**config.mk**
```make
export PLATFORM = sky130hd
export DESIGN_NAME = eirc_top
export DESIGN_NICKNAME = d
export VERILOG_FILES = /design/src/rtl/eirc_pkg.sv /design/src/rtl/eirc_pin.sv /design/src/rtl/eirc_regs.sv /design/src/rtl/eirc_arb.sv /design/src/rtl/eirc_top.sv
export SDC_FILE = /design/constraint.sdc
export NUM_CORES = 1
export LEC_CHECK = 0
export ABC_CLOCK_PERIOD_IN_PS = 10960
export BUFFER_PORTS_ARGS = -buffer_cell sky130_fd_sc_hd__buf_2
export CAP_MARGIN = 20
export CORE_ASPECT_RATIO = 1.5
export CORE_MARGIN = 2
export CORE_UTILIZATION = 40
export CTS_CLUSTER_DIAMETER = 60
export CTS_CLUSTER_SIZE = 28
export DETAILED_ROUTE_END_ITERATION = 8
export PLACE_DENSITY_LB_ADDON = 0.05
export SYNTH_ARGS = -nofsm -noshare
export SYNTH_HDL_FRONTEND = slang
export SYNTH_SLANG_ARGS = --single-unit
```
**constraint.sdc**
```tcl
create_clock -name clk -period 10.96 [get_ports clk]
set_input_delay 2.192 -clock clk [delete_from_list [all_inputs] [get_ports clk]]
set_output_delay 2.192 -clock clk [all_outputs]
set_load 0.05 [all_outputs]
```
**src/rtl/eirc_pkg.sv**
```systemverilog
package eirc_pkg;

    localparam int LVL_W     = 3;
    localparam int LVL_LSB   = 0;
    localparam int PEND_BIT  = 3;
    localparam int POL_BIT   = 4;
    localparam int SENSE_BIT = 5;

    typedef enum logic {
        ARB_IDLE  = 1'b0,
        ARB_OFFER = 1'b1
    } arb_state_e;

    typedef struct packed {
        logic             sense;
        logic             pol;
        logic [LVL_W-1:0] lvl;
    } src_cfg_t;

endpackage

```
**src/rtl/eirc_pin.sv**
```systemverilog
module eirc_pin #(
    parameter int SYNC_N = 2
) (
    input  logic clk,
    input  logic rst_n,
    input  logic pin,
    input  logic pol,
    input  logic sense,
    input  logic both,
    input  logic sw_clr,
    input  logic ack_clr,
    output logic pend,
    output logic evt
);

    logic [SYNC_N-1:0] sh;
    logic              synced;
    logic              prev;
    logic              rise;
    logic              fall;

    always_ff @(posedge clk) begin
        if (!rst_n) begin
            sh   <= '0;
            prev <= 1'b0;
        end else begin
            sh   <= {sh[SYNC_N-2:0], pin};
            prev <= synced;
        end
    end

    assign synced = sh[SYNC_N-1];
    assign rise   = synced & ~prev;
    assign fall   = ~synced & prev;

    always_comb begin
        if (sense) begin
            evt = pol ? synced : ~synced;
        end else if (both) begin
            evt = rise | fall;
        end else begin
            evt = pol ? rise : fall;
        end
    end

    always_ff @(posedge clk) begin
        if (!rst_n) begin
            pend <= 1'b0;
        end else if (evt) begin
            pend <= 1'b1;
        end else if (sw_clr || ack_clr) begin
            pend <= 1'b0;
        end
    end

    AST_EVT_SETS_PEND: assert property (@(posedge clk) disable iff (!rst_n)
        evt |=> pend);
    AST_SW_NEVER_SETS: assert property (@(posedge clk) disable iff (!rst_n)
        (!evt && !pend) |=> !pend);
    AST_ACK_CLEARS: assert property (@(posedge clk) disable iff (!rst_n)
        (ack_clr && !evt) |=> !pend);

endmodule

```
**src/rtl/eirc_regs.sv**
```systemverilog
module eirc_regs
    import eirc_pkg::*;
#(
    parameter int NSRC   = 6,
    parameter int ADDR_W = 3,
    parameter int DATA_W = 8
) (
    input  logic                 clk,
    input  logic                 rst_n,
    input  logic                 we,
    input  logic [ADDR_W-1:0]    addr,
    input  logic [DATA_W-1:0]    wdata,
    input  logic [NSRC-1:0]      pend,
    output src_cfg_t [NSRC-1:0]  cfg,
    output logic [NSRC-1:0]      both,
    output logic [NSRC-1:0]      sw_clr,
    output logic [DATA_W-1:0]    rdata
);

    localparam logic [ADDR_W-1:0] BOTH_ADDR = ADDR_W'(NSRC);

    always_ff @(posedge clk) begin
        if (!rst_n) begin
            cfg  <= '0;
            both <= '0;
        end else if (we) begin
            for (int i = 0; i < NSRC; i++) begin
                if (addr == ADDR_W'(i)) begin
                    cfg[i].lvl   <= wdata[LVL_LSB +: LVL_W];
                    cfg[i].pol   <= wdata[POL_BIT];
                    cfg[i].sense <= wdata[SENSE_BIT];
                end
            end
            if (addr == BOTH_ADDR) begin
                both <= wdata[NSRC-1:0];
            end
        end
    end

    always_comb begin
        sw_clr = '0;
        for (int i = 0; i < NSRC; i++) begin
            sw_clr[i] = we && (addr == ADDR_W'(i)) && !wdata[PEND_BIT];
        end
    end

    always_comb begin
        rdata = '0;
        for (int i = 0; i < NSRC; i++) begin
            if (addr == ADDR_W'(i)) begin
                rdata[LVL_LSB +: LVL_W] = cfg[i].lvl;
                rdata[PEND_BIT]         = pend[i];
                rdata[POL_BIT]          = cfg[i].pol;
                rdata[SENSE_BIT]        = cfg[i].sense;
            end
        end
        if (addr == BOTH_ADDR) begin
            rdata = DATA_W'(both);
        end
    end

    AST_RSVD_READ_ZERO: assert property (@(posedge clk) disable iff (!rst_n)
        rdata[DATA_W-1 -: 2] == 2'b00);
    AST_RSVD_WRITE_IGNORED: assert property (@(posedge clk) disable iff (!rst_n)
        (we && (|wdata[DATA_W-1 -: 2])) |=> (rdata[DATA_W-1 -: 2] == 2'b00));
    AST_CLR_ONE_SOURCE: assert property (@(posedge clk) disable iff (!rst_n)
        $onehot0(sw_clr));

endmodule

```
**src/rtl/eirc_arb.sv**
```systemverilog
module eirc_arb
    import eirc_pkg::*;
#(
    parameter int NSRC  = 6,
    parameter int IDX_W = 3
) (
    input  logic                        clk,
    input  logic                        rst_n,
    input  logic [NSRC-1:0]             pend,
    input  logic [NSRC-1:0][LVL_W-1:0]  lvl,
    input  logic [LVL_W-1:0]            ipl,
    input  logic                        ack,
    output logic                        accept,
    output logic [IDX_W-1:0]            idx,
    output logic [NSRC-1:0]             clr
);

    arb_state_e       state;
    arb_state_e       state_nxt;
    logic [LVL_W-1:0] best_lvl;
    logic [IDX_W-1:0] best_idx;
    logic             found;
    logic             win_ok;
    logic [NSRC-1:0]  above;
    logic             above_any;
    logic [IDX_W-1:0] idx_q;

    // winner: strict compare while scanning upward keeps the lowest index on ties
    always_comb begin
        best_lvl = '0;
        best_idx = '0;
        found    = 1'b0;
        for (int i = 0; i < NSRC; i++) begin
            if (pend[i] && (lvl[i] != '0) && (lvl[i] > best_lvl)) begin
                best_lvl = lvl[i];
                best_idx = IDX_W'(i);
                found    = 1'b1;
            end
        end
        win_ok = found && (best_lvl > ipl);
    end

    // independent per-source eligibility, used by the checks
    for (genvar g = 0; g < NSRC; g++) begin : g_above
        assign above[g] = pend[g] && (lvl[g] != '0) && (lvl[g] > ipl);
    end
    assign above_any = |above;

    always_ff @(posedge clk) begin
        if (!rst_n) begin
            state <= ARB_IDLE;
        end else begin
            state <= state_nxt;
        end
    end

    always_comb begin
        state_nxt = state;
        unique case (state)
            ARB_IDLE:  if (win_ok) state_nxt = ARB_OFFER;
            ARB_OFFER: if (ack)    state_nxt = ARB_IDLE;
            default:               state_nxt = ARB_IDLE;
        endcase
    end

    always_ff @(posedge clk) begin
        if (!rst_n) begin
            idx_q <= '0;
        end else if (state == ARB_IDLE && win_ok) begin
            idx_q <= best_idx;
        end
    end

    always_comb begin
        accept = (state == ARB_OFFER);
        idx    = idx_q;
        clr    = '0;
        if (state == ARB_OFFER && ack) begin
            clr[idx_q] = 1'b1;
        end
    end

    AST_NO_ACCEPT_BELOW: assert property (@(posedge clk) disable iff (!rst_n)
        (state == ARB_IDLE && !above_any) |=> !accept);
    AST_ACCEPT_HOLD: assert property (@(posedge clk) disable iff (!rst_n)
        (accept && !ack) |=> (accept && $stable(idx)));
    AST_IDX_RANGE: assert property (@(posedge clk) disable iff (!rst_n)
        accept |-> (idx < IDX_W'(NSRC)));

endmodule

```
**src/rtl/eirc_top.sv**
```systemverilog
module eirc_top
    import eirc_pkg::*;
#(
    parameter int NSRC   = 6,
    parameter int SYNC_N = 2,
    parameter int DATA_W = 8,
    localparam int IDX_W  = $clog2(NSRC),
    localparam int ADDR_W = $clog2(NSRC + 1)
) (
    input  logic              clk,
    input  logic              rst_n,
    input  logic [NSRC-1:0]   ext_pin,
    input  logic [LVL_W-1:0]  cpu_ipl,
    input  logic              vec_ack,
    input  logic              reg_we,
    input  logic [ADDR_W-1:0] reg_addr,
    input  logic [DATA_W-1:0] reg_wdata,
    output logic [DATA_W-1:0] reg_rdata,
    output logic              irq_accept,
    output logic [IDX_W-1:0]  irq_src
);

    src_cfg_t [NSRC-1:0]             cfg;
    logic [NSRC-1:0]                 both;
    logic [NSRC-1:0]                 sw_clr;
    logic [NSRC-1:0]                 ack_clr;
    logic [NSRC-1:0]                 pend;
    logic [NSRC-1:0]                 evt;
    logic [NSRC-1:0][LVL_W-1:0]      lvl;

    eirc_regs #(
        .NSRC   (NSRC),
        .ADDR_W (ADDR_W),
        .DATA_W (DATA_W)
    ) u_regs (
        .clk    (clk),
        .rst_n  (rst_n),
        .we     (reg_we),
        .addr   (reg_addr),
        .wdata  (reg_wdata),
        .pend   (pend),
        .cfg    (cfg),
        .both   (both),
        .sw_clr (sw_clr),
        .rdata  (reg_rdata)
    );

    for (genvar g = 0; g < NSRC; g++) begin : g_src
        assign lvl[g] = cfg[g].lvl;

        eirc_pin #(
            .SYNC_N (SYNC_N)
        ) u_pin (
            .clk     (clk),
            .rst_n   (rst_n),
            .pin     (ext_pin[g]),
            .pol     (cfg[g].pol),
            .sense   (cfg[g].sense),
            .both    (both[g]),
            .sw_clr  (sw_clr[g]),
            .ack_clr (ack_clr[g]),
            .pend    (pend[g]),
            .evt     (evt[g])
        );
    end

    eirc_arb #(
        .NSRC  (NSRC),
        .IDX_W (IDX_W)
    ) u_arb (
        .clk    (clk),
        .rst_n  (rst_n),
        .pend   (pend),
        .lvl    (lvl),
        .ipl    (cpu_ipl),
        .ack    (vec_ack),
        .accept (irq_accept),
        .idx    (irq_src),
        .clr    (ack_clr)
    );

    AST_ACK_ONE_SOURCE: assert property (@(posedge clk) disable iff (!rst_n)
        $onehot0(ack_clr));
    AST_ACK_DROPS_ACCEPT: assert property (@(posedge clk) disable iff (!rst_n)
        (irq_accept && vec_ack) |=> !irq_accept);

endmodule

```
After elaboration in Yosys (flattened, before gate mapping)
Cells that the tools add are included.
{"block": "classes", "n_eq_ne": 6, "n_bitwise": 31, "reduce_logical": 55, "n_lt_le_gt_ge": 9, "n_mux": 66}
{"operator": "6-bit two-way mux", "count": 8}
{"operator": "1-bit two-way mux", "count": 46}
{"operator": "1-bit logical AND", "count": 28}
{"operator": "3-bit two-way mux", "count": 8}
{"operator": "3-bit greater-than comparator", "count": 6}
{"operator": "3-bit nonzero test", "count": 6}
{"operator": "2-bit AND reduction", "count": 7}
{"operator": "1-bit NOT", "count": 13}
{"operator": "1-bit bitwise AND", "count": 12}
{"operator": "2-bit nonzero test", "count": 6}
{"operator": "3-bit equality test (second input constant)", "count": 3}
{"operator": "3-bit by 2-bit equality test with 1-bit output (second input constant)", "count": 2}
{"operator": "1-bit logical OR", "count": 6}
{"operator": "1-bit OR", "count": 6}
{"operator": "3-bit by 4-bit < comparator with 1-bit output (second input constant)", "count": 1}
{"operator": "2-bit two-way mux", "count": 2}
{"operator": "1-bit demux with 3-bit select", "count": 1}
{"operator": "3-bit by 1-bit equality test with 1-bit output (second input constant)", "count": 1}
{"operator": "3-bit by 1-bit >= comparator with 1-bit output (second input constant)", "count": 1}
{"operator": "3-bit by 1-bit greater-than comparator with 1-bit output (second input constant)", "count": 1}
{"operator": "3-bit zero test", "count": 1}
{"operator": "1-bit case mux with 2 select lines", "count": 1}
{"operator": "1-bit zero test", "count": 1}
{"block": "totals", "elab_cells": 206, "regBits": 64, "out_inout_bits": 12}

Logic depth before layout (Yosys ltp)
{"block": "depth", "word_depth": 23, "ltp_mapped": 40, "mapped_depth_nobuf": 40}

Hierarchy
Synthesis repeated with hierarchy kept, for this count alone.
{"block": "unflattened", "hier_cells": 459, "hier_area_um2": 4040.1}
{"mod": "eirc_regs", "cells_each": 199, "area_per_inst_um2": 1929.4, "seq_area_each_um2": 720.7, "n_inst": 1}
{"mod": "eirc_pin", "cells_each": 21, "area_per_inst_um2": 191.4, "seq_area_each_um2": 80.1, "n_inst": 6}
{"mod": "eirc_arb", "cells_each": 134, "area_per_inst_um2": 962.2, "seq_area_each_um2": 80.1, "n_inst": 1}

Worst setup path after synthesis
OpenSTA, ideal clock, no wires.
{"block": "synth_timing", "kind": "reg2reg", "start": "reg g_src[0].u_pin.pend", "end": "reg u_arb.idx_q[0], in the netlist u_arb.idx[0]", "period_less_slack_ns": 7.926, "setup_slack_ns": 3.034, "t_arrival_ns": 7.807, "n_path_buf": 0, "required_time_ns": 10.841, "path_stages_with_launch": 40, "path_cell_list": "dfxtp_1 nand2_1 ha_1 a21o_1 o211ai_4 o21ai_0 o21ai_0 ha_1 nor2_1 and2_1 a31oi_4 a31oi_4 mux2_4 ha_1 nor2_1 nor2_1 o31ai_4 a21oi_1 [... 4 more ...] a21oi_1 a311oi_1 mux2_2 ha_1 inv_1 a21o_1 a21oi_1 a311oi_1 or2_2 o21ai_0 ha_1 inv_1 a21o_1 a21oi_1 a311oi_1 o31ai_1 or3_1 o221a_1"}
{"block": "synth_via", "elab_chain_len": 21, "word_cells_on_any_way": 32}
{"element": "from (decl)", "line_no": "eirc_pin.sv:12", "rtl": "output logic pend,"}
{"element": "from (signal assigned)", "line_no": "eirc_pin.sv:48", "rtl": "pend <= 1'b0;"}
{"element": "from (signal assigned)", "line_no": "eirc_pin.sv:50", "rtl": "pend <= 1'b1;"}
{"element": "from (signal assigned)", "line_no": "eirc_pin.sv:52", "rtl": "pend <= 1'b0;"}
{"element": "1-bit logical AND (*)"}
{"element": "1-bit logical AND (*)", "line_no": "eirc_arb.sv:34", "rtl": "if (pend[i] && (lvl[i] != '0) && (lvl[i] > best_lvl)) begin"}
{"element": "3-bit two-way mux", "line_no": "eirc_arb.sv:34"}
{"element": "3-bit greater-than comparator", "line_no": "eirc_arb.sv:34"}
{"element": "1-bit logical AND", "line_no": "eirc_arb.sv:34"}
{"element": "3-bit two-way mux", "line_no": "eirc_arb.sv:34"}
{"element": "3-bit greater-than comparator", "line_no": "eirc_arb.sv:34"}
{"element": "1-bit logical AND", "line_no": "eirc_arb.sv:34"}
{"element": "[... 5 more ...]"}
{"element": "1-bit logical AND", "line_no": "eirc_arb.sv:34"}
{"element": "3-bit two-way mux", "line_no": "eirc_arb.sv:34"}
{"element": "3-bit greater-than comparator", "line_no": "eirc_arb.sv:34"}
{"element": "1-bit logical AND", "line_no": "eirc_arb.sv:34"}
{"element": "3-bit two-way mux", "line_no": "eirc_arb.sv:34"}
{"element": "3-bit greater-than comparator", "line_no": "eirc_arb.sv:40", "rtl": "win_ok = found && (best_lvl > ipl);"}
{"element": "1-bit logical AND", "line_no": "eirc_arb.sv:40"}
{"element": "1-bit logical AND", "line_no": "eirc_arb.sv:69", "rtl": "end else if (state == ARB_IDLE && win_ok) begin"}
{"element": "to (signal assigned)", "line_no": "eirc_arb.sv:70", "rtl": "idx_q <= best_idx;"}
{"element": "to (decl)", "line_no": "eirc_arb.sv:26", "rtl": "logic [IDX_W-1:0] idx_q;"}
Mark *: on every way between the ends. The rest lies on a longest branch, timed or not.
A chain may end at the register's enable or synchronous reset.

Worst setup path after layout
Ends and elaborated chain as after synthesis.

==> run metrics <==
outcome=completed; largest net degree at the start of global routing=65; Via Count=3014; Die Height=125 microns; CP Capture Type=flip-flop; Ys Warns=0; WL per Instance=17.1 microns; NetSw=about 0.14 mW; synthesized instance count=417; Clock Latency Late Sink=0.33 ns; Max Slew Vio Count=0; global-route wire length before repair=around 15 mm; ys flop type=dfxtp_1; Post-synth top cells=64 x dfxtp_1, 49 x nor2b_1, 42 x mux2i_1; core area=around 9600 sq um; PortBufs=31; most common cell in the netlist=dfxtp_1; number of global-route vias before repair=2945; critical path class=reg2reg; Clk pin slew, worst setup/hold paths=0.06 ns; total CTS buffers=9; synthesized flop and latch total=64; top routing layer in use=met4; sequential share of the synthesized area=0.327; diodes inserted=0; Clock Power Share=0.462; Cell Rows=44; sequential share of power=0.442; cell taking the most area after synthesis=dfxtp_1; slowest stage delay, CP=0.84 ns; Setup Buffers After CTS=0; I/O Pins=36; Hold Path Class=reg2reg; post-CTS resize count=0; Post-route DRC=0; Routed met1 length=4.22 mm; most area-consuming cells after synthesis=dfxtp_1 33%, mux2i_1 11%, ha_1 8.3%, nor2b_1 7.8%, and2_1 3.7%; CP dominant cell by count=ha_1; root buf cell=clkbuf_16; Total Power=0.561 mW; Syn-to-layout area delta=12.9%; number of flops mapped to enable cells by yosys=0; GR Overflow Total=0; Post-DP HPWL=7.08 mm; cts hold-fix bufs=0; post-synth cell types=51; final hold vios=0; Sw Share=0.250; total negative slack=0 ns; setup violators final=0; fmax=0.107 GHz; CTS tree=built; Clock Path Buffers=2; Syn Area/Cell=about 9.4 sq um; VDD IR max=0.0896 mV; Pwr Density=127 nW/um^2; post-synth top area share=0.327; min cycle time layout=between 9 and 10 ns; Die X=about 85 microns; Layout Nets=slightly below 500; Worst EP required=11.18 ns; maxcap violations=0; WL met2=about 5 mm; mapped cell area=3920 sq um; critical path's slowest cell=a311oi_1; GP Congestion=~0.80; Die ar.=10600 sq um; initial drt markers=101; WL final=9.63 mm; H-tree depth=3; worst slew pin tran=1.05 ns; initial antenna violation count=0; Top delay family on crit path=compound AO/OA/AOI/OAI gates; Pint=0.421 mW; Post-DRT Antenna Nets=0; mean number of vias per cell=5.34; Sinks on Clock Net=64; Gate power share=0.096; Synth async-reset ratio=0; Worst EP arrival=9.53 ns; router iterations before antenna repair=4; GRT Overall Usage=0.186; Leak Pwr=1.78 nW; CP Launch Type=flip-flop; Max-slew headroom=0.298; Tcrit/Tclk final=0.849; Max FO, Critical Path=8; Final Skew=slightly above 0.005 ns; Buf+Inv Stages, Crit Path=3; RSZ-0062 raised after global routing=no; initial core utilization=0.409; layout cells sized above 1=0.163; DR WL met3=252 microns
-- worst register-to-register path: cells and delay by family (launching register included) --
kind | cells | cell delay (ns)
AOI/OAI and AO/OA | 20 | 4.73
adders and majority gates | 6 | 1.43
buffers and inverters | 3 | 0.15
DFF | 1 | 0.43
muxes | 3 | 1.12
and+or+nand+nor | 7 | 1.36
-- final timing paths --
path / slack (ns) / startpoint / end / cells past startpoint
worst max-delay path: 1.65 / g_src[0].u_pin.pend / u_arb.idx[0] / 39
worst min-delay path: 0.43 / g_src[1].u_pin.sh[0] / g_src[1].u_pin.sh[1] / 1
worst max register to register: 1.65 / g_src[0].u_pin.pend / u_arb.idx[0] / 39
worst min register to register: 0.43 / g_src[1].u_pin.sh[0] / g_src[1].u_pin.sh[1] / 1
-- sequential cells by signal, indices dropped and copies added (netlist names) --
register,count
g_src.u_pin.pend,6
g_src.u_pin.prev,6
g_src.u_pin.sh,12
u_arb.accept,1
u_arb.idx,3
u_regs.both,6
u_regs.cfg,30
-- cells in the final DEF (no fill, tap or decap), drive strengths merged, types with 6 or more instances in the layout --
cell	Yosys	layout
nor2	20	20
a21oi	14	14
nand2	21	21
xnor2	6	6
o21ai	12	12
buf	5	32
mux2i	42	42
clkbuf	12	12
o31ai	6	6
a211oi	13	13
and2	24	24
mux2	9	9
nor2b	49	49
nand3	8	8
inv	26	26
dfxtp	64	64
ha	26	26
-- layout make-up --
cell class / count / area, sq um
clock inverter: 4 / 20.0
inverter: 26 / 97.6
tap: 115 / 144
timing repair buffer: 32 / 163
fill: 961 / 5160
clock buffer: 12 / 246
sequential: 64 / 1280
multi-input combinational: 311 / 2470
-- power by group through the flow --
| stage | Sequential (mW) | Clock [mW] | Combinational, mW |
|---|---|---|---|
| final | 0.248 | 0.259 | 0.0540 |
| after global routing | 0.249 | 0.273 | 0.0597 |
| after CTS | 0.248 | 0.264 | 0.0548 |
| after detailed placement | 0.253 | 0 | 0.0544 |
| after global placement | 0.253 | 0 | 0.0535 |
| after floorplan | 0.251 | 0 | 0.0401 |
-- cells by family after synthesis --
group,after synthesis,synth area share
adders and majority gates,26,0.0831
and+or+nand+nor,137,0.197
AOI/OAI and AO/OA,84,0.171
xor gates and xnor gates,6,0.0134
buffers and inverters,43,0.0431
muxes,56,0.164
other,1,0.000958
DFF,64,0.327
-- routing by layer --
layer,vias to the layer above,track usage
li1,1523,-
met1,1439,0.220
met2,44,0.340
met3,8,0.0277
met4,0,0.0607
met5,-,0
-- through the flow --
step	hold slack, ns	util	setup slack [ns]	cells	instance area [sq um]
finish	0.431	0.462	1.65	564	4420
global route	0.450	0.462	0.906	564	4420
CTS	0.434	0.462	1.60	564	4420
detailed placement	0.419	0.434	1.61	548	4160
global placement	0.414	0.434	1.77	548	4160
floorplan	0.412	-	3.03	418	3920
No activity file was read; power rests on OpenSTA's default activity.
